File: src/rtl/xmem_pkg.sv
package xmem_pkg;
  localparam int PH_W = 5;
  typedef logic [PH_W-1:0] phase_t;

  localparam phase_t PH_IDLE      = 5'd0;
  localparam phase_t PH_FIRST     = 5'd1;
  localparam phase_t PH_ALE_ON    = 5'd2;
  localparam phase_t PH_ADDR_LAST = 5'd4;
  localparam phase_t PH_WR_FIRST  = 5'd6;
  localparam phase_t PH_RD_FIRST  = 5'd7;
  localparam phase_t PH_LAST      = 5'd12;
endpackage

File: src/rtl/xmem_phase_ctr.sv
module xmem_phase_ctr
  import xmem_pkg::*;
#(
  parameter int HOLD_PHASES = 2
) (
  input  logic   clk,
  input  logic   rst_n,
  input  logic   phase_en,
  input  logic   start,
  input  logic   is_write,
  output phase_t ph,
  output logic   last_edge
);
  localparam phase_t HOLD_END = phase_t'(int'(PH_LAST) + HOLD_PHASES);
  localparam bit     HAS_HOLD = (HOLD_PHASES > 0);

  assign last_edge = (ph == PH_LAST) && phase_en;

  always_ff @(posedge clk or negedge rst_n) begin
    if (!rst_n) begin
      ph <= PH_IDLE;
    end else if (ph == PH_IDLE) begin
      if (start) ph <= PH_FIRST;
    end else if (phase_en) begin
      if (ph == PH_LAST)
        ph <= (is_write && HAS_HOLD) ? PH_LAST + 5'd1 : PH_IDLE;
      else if (ph == HOLD_END)
        ph <= PH_IDLE;
      else
        ph <= ph + 5'd1;
    end
  end
endmodule

File: src/rtl/xmem_req_regs.sv
module xmem_req_regs #(
  parameter int ADDR_W = 16,
  parameter int DATA_W = 8
) (
  input  logic              clk,
  input  logic              rst_n,
  input  logic              load,
  input  logic              wr_in,
  input  logic [ADDR_W-1:0] addr_in,
  input  logic [DATA_W-1:0] wdata_in,
  input  logic              cap,
  input  logic [DATA_W-1:0] bus_in,
  output logic              is_write,
  output logic [ADDR_W-1:0] addr,
  output logic [DATA_W-1:0] wdata,
  output logic [DATA_W-1:0] rdata,
  output logic              rsp_valid
);
  always_ff @(posedge clk or negedge rst_n) begin
    if (!rst_n) begin
      is_write  <= 1'b0;
      addr      <= '0;
      wdata     <= '0;
      rdata     <= '0;
      rsp_valid <= 1'b0;
    end else begin
      rsp_valid <= cap;
      if (load) begin
        is_write <= wr_in;
        addr     <= addr_in;
        wdata    <= wdata_in;
      end
      if (cap && !is_write) rdata <= bus_in;
    end
  end
endmodule

File: src/rtl/xmem_pin_decode.sv
module xmem_pin_decode
  import xmem_pkg::*;
#(
  parameter int ADDR_W = 16,
  parameter int DATA_W = 8
) (
  input  phase_t                   ph,
  input  logic                     is_write,
  input  logic [ADDR_W-1:0]        addr,
  input  logic [DATA_W-1:0]        wdata,
  output logic [DATA_W-1:0]        bus_out,
  output logic                     bus_oe,
  output logic [ADDR_W-DATA_W-1:0] addr_hi,
  output logic                     ale,
  output logic                     rd_n,
  output logic                     wr_n
);
  logic addr_ph, rd_ph, wr_ph, hold_ph;

  always_comb begin
    addr_ph = (ph >= PH_FIRST) && (ph <= PH_ADDR_LAST);
    rd_ph   = !is_write && (ph >= PH_RD_FIRST) && (ph <= PH_LAST);
    wr_ph   = is_write && (ph >= PH_WR_FIRST) && (ph <= PH_LAST);
    hold_ph = (ph > PH_LAST);

    ale     = (ph >= PH_ALE_ON) && (ph <= PH_ADDR_LAST);
    rd_n    = !rd_ph;
    wr_n    = !wr_ph;
    bus_oe  = addr_ph || wr_ph || hold_ph;
    addr_hi = addr[ADDR_W-1:DATA_W];
    if (addr_ph)              bus_out = addr[DATA_W-1:0];
    else if (wr_ph || hold_ph) bus_out = wdata;
    else                      bus_out = '0;
  end
endmodule

File: src/rtl/xmem_bus_seq.sv
module xmem_bus_seq
  import xmem_pkg::*;
#(
  parameter int ADDR_W      = 16,
  parameter int DATA_W      = 8,
  parameter int HOLD_PHASES = 2
) (
  input  logic                     clk,
  input  logic                     rst_n,
  input  logic                     phase_en,
  input  logic                     req_valid,
  output logic                     req_ready,
  input  logic                     req_write,
  input  logic [ADDR_W-1:0]        req_addr,
  input  logic [DATA_W-1:0]        req_wdata,
  output logic                     rsp_valid,
  output logic [DATA_W-1:0]        rsp_rdata,
  output logic [DATA_W-1:0]        bus_out,
  output logic                     bus_oe,
  input  logic [DATA_W-1:0]        bus_in,
  output logic [ADDR_W-DATA_W-1:0] addr_hi,
  output logic                     ale,
  output logic                     rd_n,
  output logic                     wr_n
);
  phase_t            ph;
  logic              last_edge;
  logic              start;
  logic              is_write;
  logic [ADDR_W-1:0] addr_q;
  logic [DATA_W-1:0] wdata_q;

  assign req_ready = (ph == PH_IDLE);
  assign start     = req_valid && req_ready;

  xmem_phase_ctr #(.HOLD_PHASES(HOLD_PHASES)) u_ctr (
    .clk(clk), .rst_n(rst_n), .phase_en(phase_en), .start(start),
    .is_write(is_write), .ph(ph), .last_edge(last_edge)
  );

  xmem_req_regs #(.ADDR_W(ADDR_W), .DATA_W(DATA_W)) u_regs (
    .clk(clk), .rst_n(rst_n), .load(start), .wr_in(req_write),
    .addr_in(req_addr), .wdata_in(req_wdata), .cap(last_edge),
    .bus_in(bus_in), .is_write(is_write), .addr(addr_q),
    .wdata(wdata_q), .rdata(rsp_rdata), .rsp_valid(rsp_valid)
  );

  xmem_pin_decode #(.ADDR_W(ADDR_W), .DATA_W(DATA_W)) u_dec (
    .ph(ph), .is_write(is_write), .addr(addr_q), .wdata(wdata_q),
    .bus_out(bus_out), .bus_oe(bus_oe), .addr_hi(addr_hi),
    .ale(ale), .rd_n(rd_n), .wr_n(wr_n)
  );
endmodule

File: config.mk
export PLATFORM = sky130hd
export DESIGN_NAME = xmem_bus_seq
export DESIGN_NICKNAME = d
export VERILOG_FILES = /design/src/rtl/xmem_pkg.sv /design/src/rtl/xmem_phase_ctr.sv /design/src/rtl/xmem_req_regs.sv /design/src/rtl/xmem_pin_decode.sv /design/src/rtl/xmem_bus_seq.sv
export SDC_FILE = /design/constraint.sdc
export NUM_CORES = 1
export LEC_CHECK = 0
export BUFFER_PORTS_ARGS = -buffer_cell sky130_fd_sc_hd__buf_2
export CORE_MARGIN = 2
export CORE_UTILIZATION = 25
export CTS_BUF_LIST = sky130_fd_sc_hd__clkbuf_4 sky130_fd_sc_hd__clkbuf_8 sky130_fd_sc_hd__clkbuf_16
export DETAILED_ROUTE_END_ITERATION = 7
export PLACE_DENSITY_LB_ADDON = 0.1
export SLEW_MARGIN = 5
export SYNTH_ARGS = -nofsm -noshare
export SYNTH_HDL_FRONTEND = slang
export SYNTH_SLANG_ARGS = --single-unit
File: constraint.sdc
create_clock -name clk -period 3.2 [get_ports clk]
set_input_delay 0.32 -clock clk [delete_from_list [all_inputs] [get_ports clk]]
set_output_delay 0.32 -clock clk [all_outputs]
set_load 0.01 [all_outputs]
-- After elaboration in Yosys (flattened, before gate mapping)
Index checks and enable logic that the tools add are counted.
- add/subtract/negate cells: 1
- $lt $le $gt $ge: 7
- eq/ne operators: 3
- multiplexer cells: 8
- reduce and logical (&&, ||, !) cells: 18
- operators by type and width (kind ; count):
    2-to-1 mux 5 bit ; 5
    2-to-1 mux 8 bit ; 2
    equality test 5 x 4 -> 1 bit, second input constant ; 2
    >= comparator 5 x 3 -> 1 bit, second input constant ; 2
    logical AND 1 bit ; 9
    adder 5 x 1 -> 5 bit, second input constant ; 1
    >= comparator 5 x 1 -> 1 bit, second input constant ; 1
    >= comparator 5 x 2 -> 1 bit, second input constant ; 1
    > comparator 5 x 4 -> 1 bit, second input constant ; 1
    <= comparator 5 x 3 -> 1 bit, second input constant ; 1
    <= comparator 5 x 4 -> 1 bit, second input constant ; 1
    zero test 5 bit ; 1
    2-to-1 mux 4 bit ; 1
    zero test 1 bit ; 3
    logical OR 1 bit ; 3
    inequality test 2 x 1 -> 1 bit, second input constant ; 1
    AND reduction 2 bit ; 1
    nonzero test 2 bit ; 1
- flip-flop bits (word level): 39
- input bits: 37
- output and inout port bits: 30
- logic and storage cells: 43

-- Depth between registers and ports, before layout
- depth in word-level cells: 6
- depth in mapped cells: 8
- gate-level depth less buffers: 6

-- By module
Synthesis repeated with hierarchy kept, for this count alone.
- cell total of the unflattened synthesis: 152
- area, all modules: 2112.0 µm²
- by module, submodules not included (module ; times used ; cells each ; area an instance (µm²)):
    xmem_req_regs ; 1 ; 72 ; 1396.3
    xmem_phase_ctr ; 1 ; 45 ; 419.2
    xmem_pin_decode ; 1 ; 32 ; 269.0
    xmem_bus_seq ; 1 ; 3 ; 27.5

-- Least setup slack after synthesis
OpenSTA, ideal clock, no wires.
- path kind: register to output
- from: reg u_ctr.ph[1]
- to: out bus_out[0]
- arrival: 1738 ps
- setup slack: 1142 ps
- cell stages (with the launch flop): 8
- buffers on the path: 1
- cells stage by stage: dfrtp_1 buf_6 inv_1 ha_1 nor4_1 a2111oi_4 nor2_2 a22o_1
- word-level cells in the longest chain between the ends: 6
- ends and longest elaborated chain (element ; RTL line ; text):
    from (decl) ; xmem_phase_ctr.sv:11 ; output phase_t ph,
    from (signal assigned) ; xmem_phase_ctr.sv:26 ; ph <= (is_write && HAS_HOLD) ? PH_LAST + 5'd1 : PH_IDLE;
    from (signal assigned) ; xmem_phase_ctr.sv:30 ; ph <= ph + 5'd1;
    >= comparator 5 x 3 -> 1 bit ; xmem_pin_decode.sv:23 ; wr_ph = is_write && (ph >= PH_WR_FIRST) && (ph <= PH_LAST);
    logical AND 1 bit (2 in a row) ; xmem_pin_decode.sv:23 ;
    logical OR 1 bit ; xmem_pin_decode.sv:32 ; else if (wr_ph || hold_ph) bus_out = wdata;
    2-to-1 mux 8 bit ; xmem_pin_decode.sv:32 ;
    2-to-1 mux 8 bit (*) ; xmem_pin_decode.sv:31 ; if (addr_ph) bus_out = addr[DATA_W-1:0];
    to (decl) ; xmem_bus_seq.sv:18 ; output logic [DATA_W-1:0] bus_out,
Mark *: on every way between the ends. The rest lies on a longest branch, timed or not.

-- Worst setup path after layout
- from: reg u_ctr.ph[1]
- to: out bus_out[2]
Same word-level chain as after synthesis.

==> run metrics <==
via/cell ratio 4.39; number of max-cap violations 0; ant diodes 0; sequential area share after synthesis 51.3%; Worst Skew 0.00696 ns; maximum clock path buffer count 2; pin count of the biggest net entering global routing 40; die height between 90 and 100 µm; Synth Area in Simple Gates 7.83%; crit path to bus_out[2]; initial antenna violation count 0; DP Wirelength 2930 µm; Compound-Gate Fraction of Synth Area ~12%; Slew @ Worst Pin about 0.9 ns; worst slack at placement 0.673 ns; CP max FO 12; synthesized cell area 0.00190 mm²; Post-CTS Setup Inserts 0; cts bufs inserted 5; routability cong. 0.703; Clock Latency Late Sink 0.29 ns; die area 0.00832 mm²; Main synth FF type dfrtp_1; commonest cells after routing, fill and taps aside buf_2, dfrtp_1, mux2_2, a22o_1, clkbuf_8; # hold bufs at CTS 0; Reg-to-Reg Start u_ctr.ph[1]; Slew HR 40.8%; CP Launch Type register; clock sinks 39; Synth async-reset ratio 100%; Tmin final ~2.8 ns; Gate Count Post-Synth 147; die width 91.2 µm; layout cells sized above 1 53.6%; I/O pin count 67; initial core utilization about a quarter; via count 1342; nets 247; CTS resizes 0; DRT iter0 DRCs 29; CP Capture Type output port; max-slew violation count 0; Required @ worst endpoint between 2 and 3 ns; Leak Pwr 1.18 nW; first-pass GRT wire length 6620 µm; critical path arrival between 2 and 3 ns; Ys Warns 0; htree depth 2; Fmax achieved 352 MHz; xor/xnor share of the synthesized area 0%; Adder-Cell Fraction of Synth Area 2.63%; worst hold path type in2async; I/O Buffers 66; Congestion Overflow GR 0; Crit Path Class reg2out; Hold Vio Cnt, Final 0; FF-to-FF End u_regs.rdata[0]; EDFF count, synth 0; core area around 0.0073 mm²; RSZ-0062 raised after global routing false; final setup vio count 0; # fillers 790; gr usage total 9.94%; Cell variety after synth 39; wire length per cell around 13 µm; Reg clk slew, reported paths 0.08 ns; Peak supply drop 0.000326 V; synthesized flop and latch total 39; setup_tns 0 ns; main combinational cell family by area after synthesis multiplexers; num rows 31; PwrDens 1000 mW/mm²; status complete, no violations; R2R Setup Slk 1.22 ns; vias in the first global route between 1000 and 1500; CTS tree built; Final ANT Viol Nets 0; reg2reg path depth 4; CP startpoint u_ctr.ph[1]; Area Growth Syn to Fin 25.2%; drt drc 0; mux cell area share after synthesis 20.1%; Avg Synthesized Cell Area 12.9 µm²; DR pass1 iterations 4; root buffer cell clkbuf_8; commonest non-fill, non-tap cell in the layout buf_2; Net Count, Synth about 190; period utilization 88.9%; final setup margin 0.357 ns; Post-Route WL 4050 µm
[report_power, final]
part	internal [mW]	total, mW	leakage (nW)	switching, mW
combinational	0.546	1.05	0.639	0.501
clock	0.252	0.427	0.0612	0.175
sequential	0.722	0.918	0.483	0.196
total	1.52	2.39	1.18	0.872
[synth_stat cells (all sizes together), types with 2 or more instances]
cell type / count / area share [%]
o21ai: 5 / 1.3
a22o: 8 / 3.7
dfrtp: 39 / 51
o211a: 2 / 1.1
nand2: 5 / 0.99
mux2: 33 / 20
nor4: 4 / 1.6
ha: 4 / 2.6
a22oi: 2 / 0.79
inv: 4 / 0.79
nor2: 4 / 0.92
buf: 14 / 5.1
nand2b: 2 / 0.66
[worst max-delay path, cell delays in order, from the launching register on]
cell and delay (ns):
dfrtp_1 0.54, inv_1 0.14, ha_1 0.20, nor4_1 0.45, a2111oi_4 0.19, nor2_2 0.38, a22o_1 0.20, buf_2 0.13
[how the worst min path moves through the flow]
stage                    startpoint  slack [ns]         endpoint
floorplan                     rst_n        0.02      u_ctr.ph[0]
global placement    u_regs.addr[14]        0.48  u_regs.addr[14]
detailed placement  u_regs.rdata[1]        0.49  u_regs.rdata[1]
CTS                           rst_n        0.18  u_regs.rdata[5]
global route                  rst_n        0.21  u_regs.rdata[1]
finish                        rst_n        0.15  u_regs.rdata[5]
[stage by stage]
stage / util, % / area, µm² / hold WS (ns) / power, mW / std cells
2_1_floorplan: - / 1900 / 0.0244 / 1.69 / 147
3_3_place_gp: 31.0 / 2260 / 0.485 / 2.00 / 298
3_5_place_dp: 31.0 / 2260 / 0.488 / 1.99 / 298
4_1_cts: 32.7 / 2380 / 0.185 / 2.44 / 306
5_1_grt: 32.7 / 2380 / 0.210 / 2.57 / 306
6_report: 32.7 / 2380 / 0.150 / 2.39 / 306
[sequential cells by signal (all words and copies together) (netlist names)]
signal	cells
u_ctr.ph	5
u_regs.addr	16
u_regs.is_write	1
u_regs.rdata	8
u_regs.rsp_valid	1
u_regs.wdata	8
[layer usage]
metal / GRT usage [%] / vias up / wire (µm)
li1: - / 647 / -
met1: 12.7 / 655 / 1880
met2: 15.7 / 34 / 1880
met3: 3.15 / 6 / 224
met4: 3.79 / 0 / 61
met5: 0 / - / 0
[logic make-up after synthesis]
kind of cell / after synthesis
AOI/OAI and AO/OA: 27
DFF: 39
muxes: 34
and+or+nand+nor: 24
buffers and inverters: 19
adders and majority gates: 4
[final cells by class]
type,count,area (µm²),area share [%]
clock buffer,6,82.6,3.47
clock inverter,2,35.0,1.47
inverter,4,15.0,0.631
multi-input combinational,89,811,34.1
sequential,39,976,41.0
tap,99,124,5.20
timing repair buffer,67,338,14.2
Power figures use the tool's default switching activity.
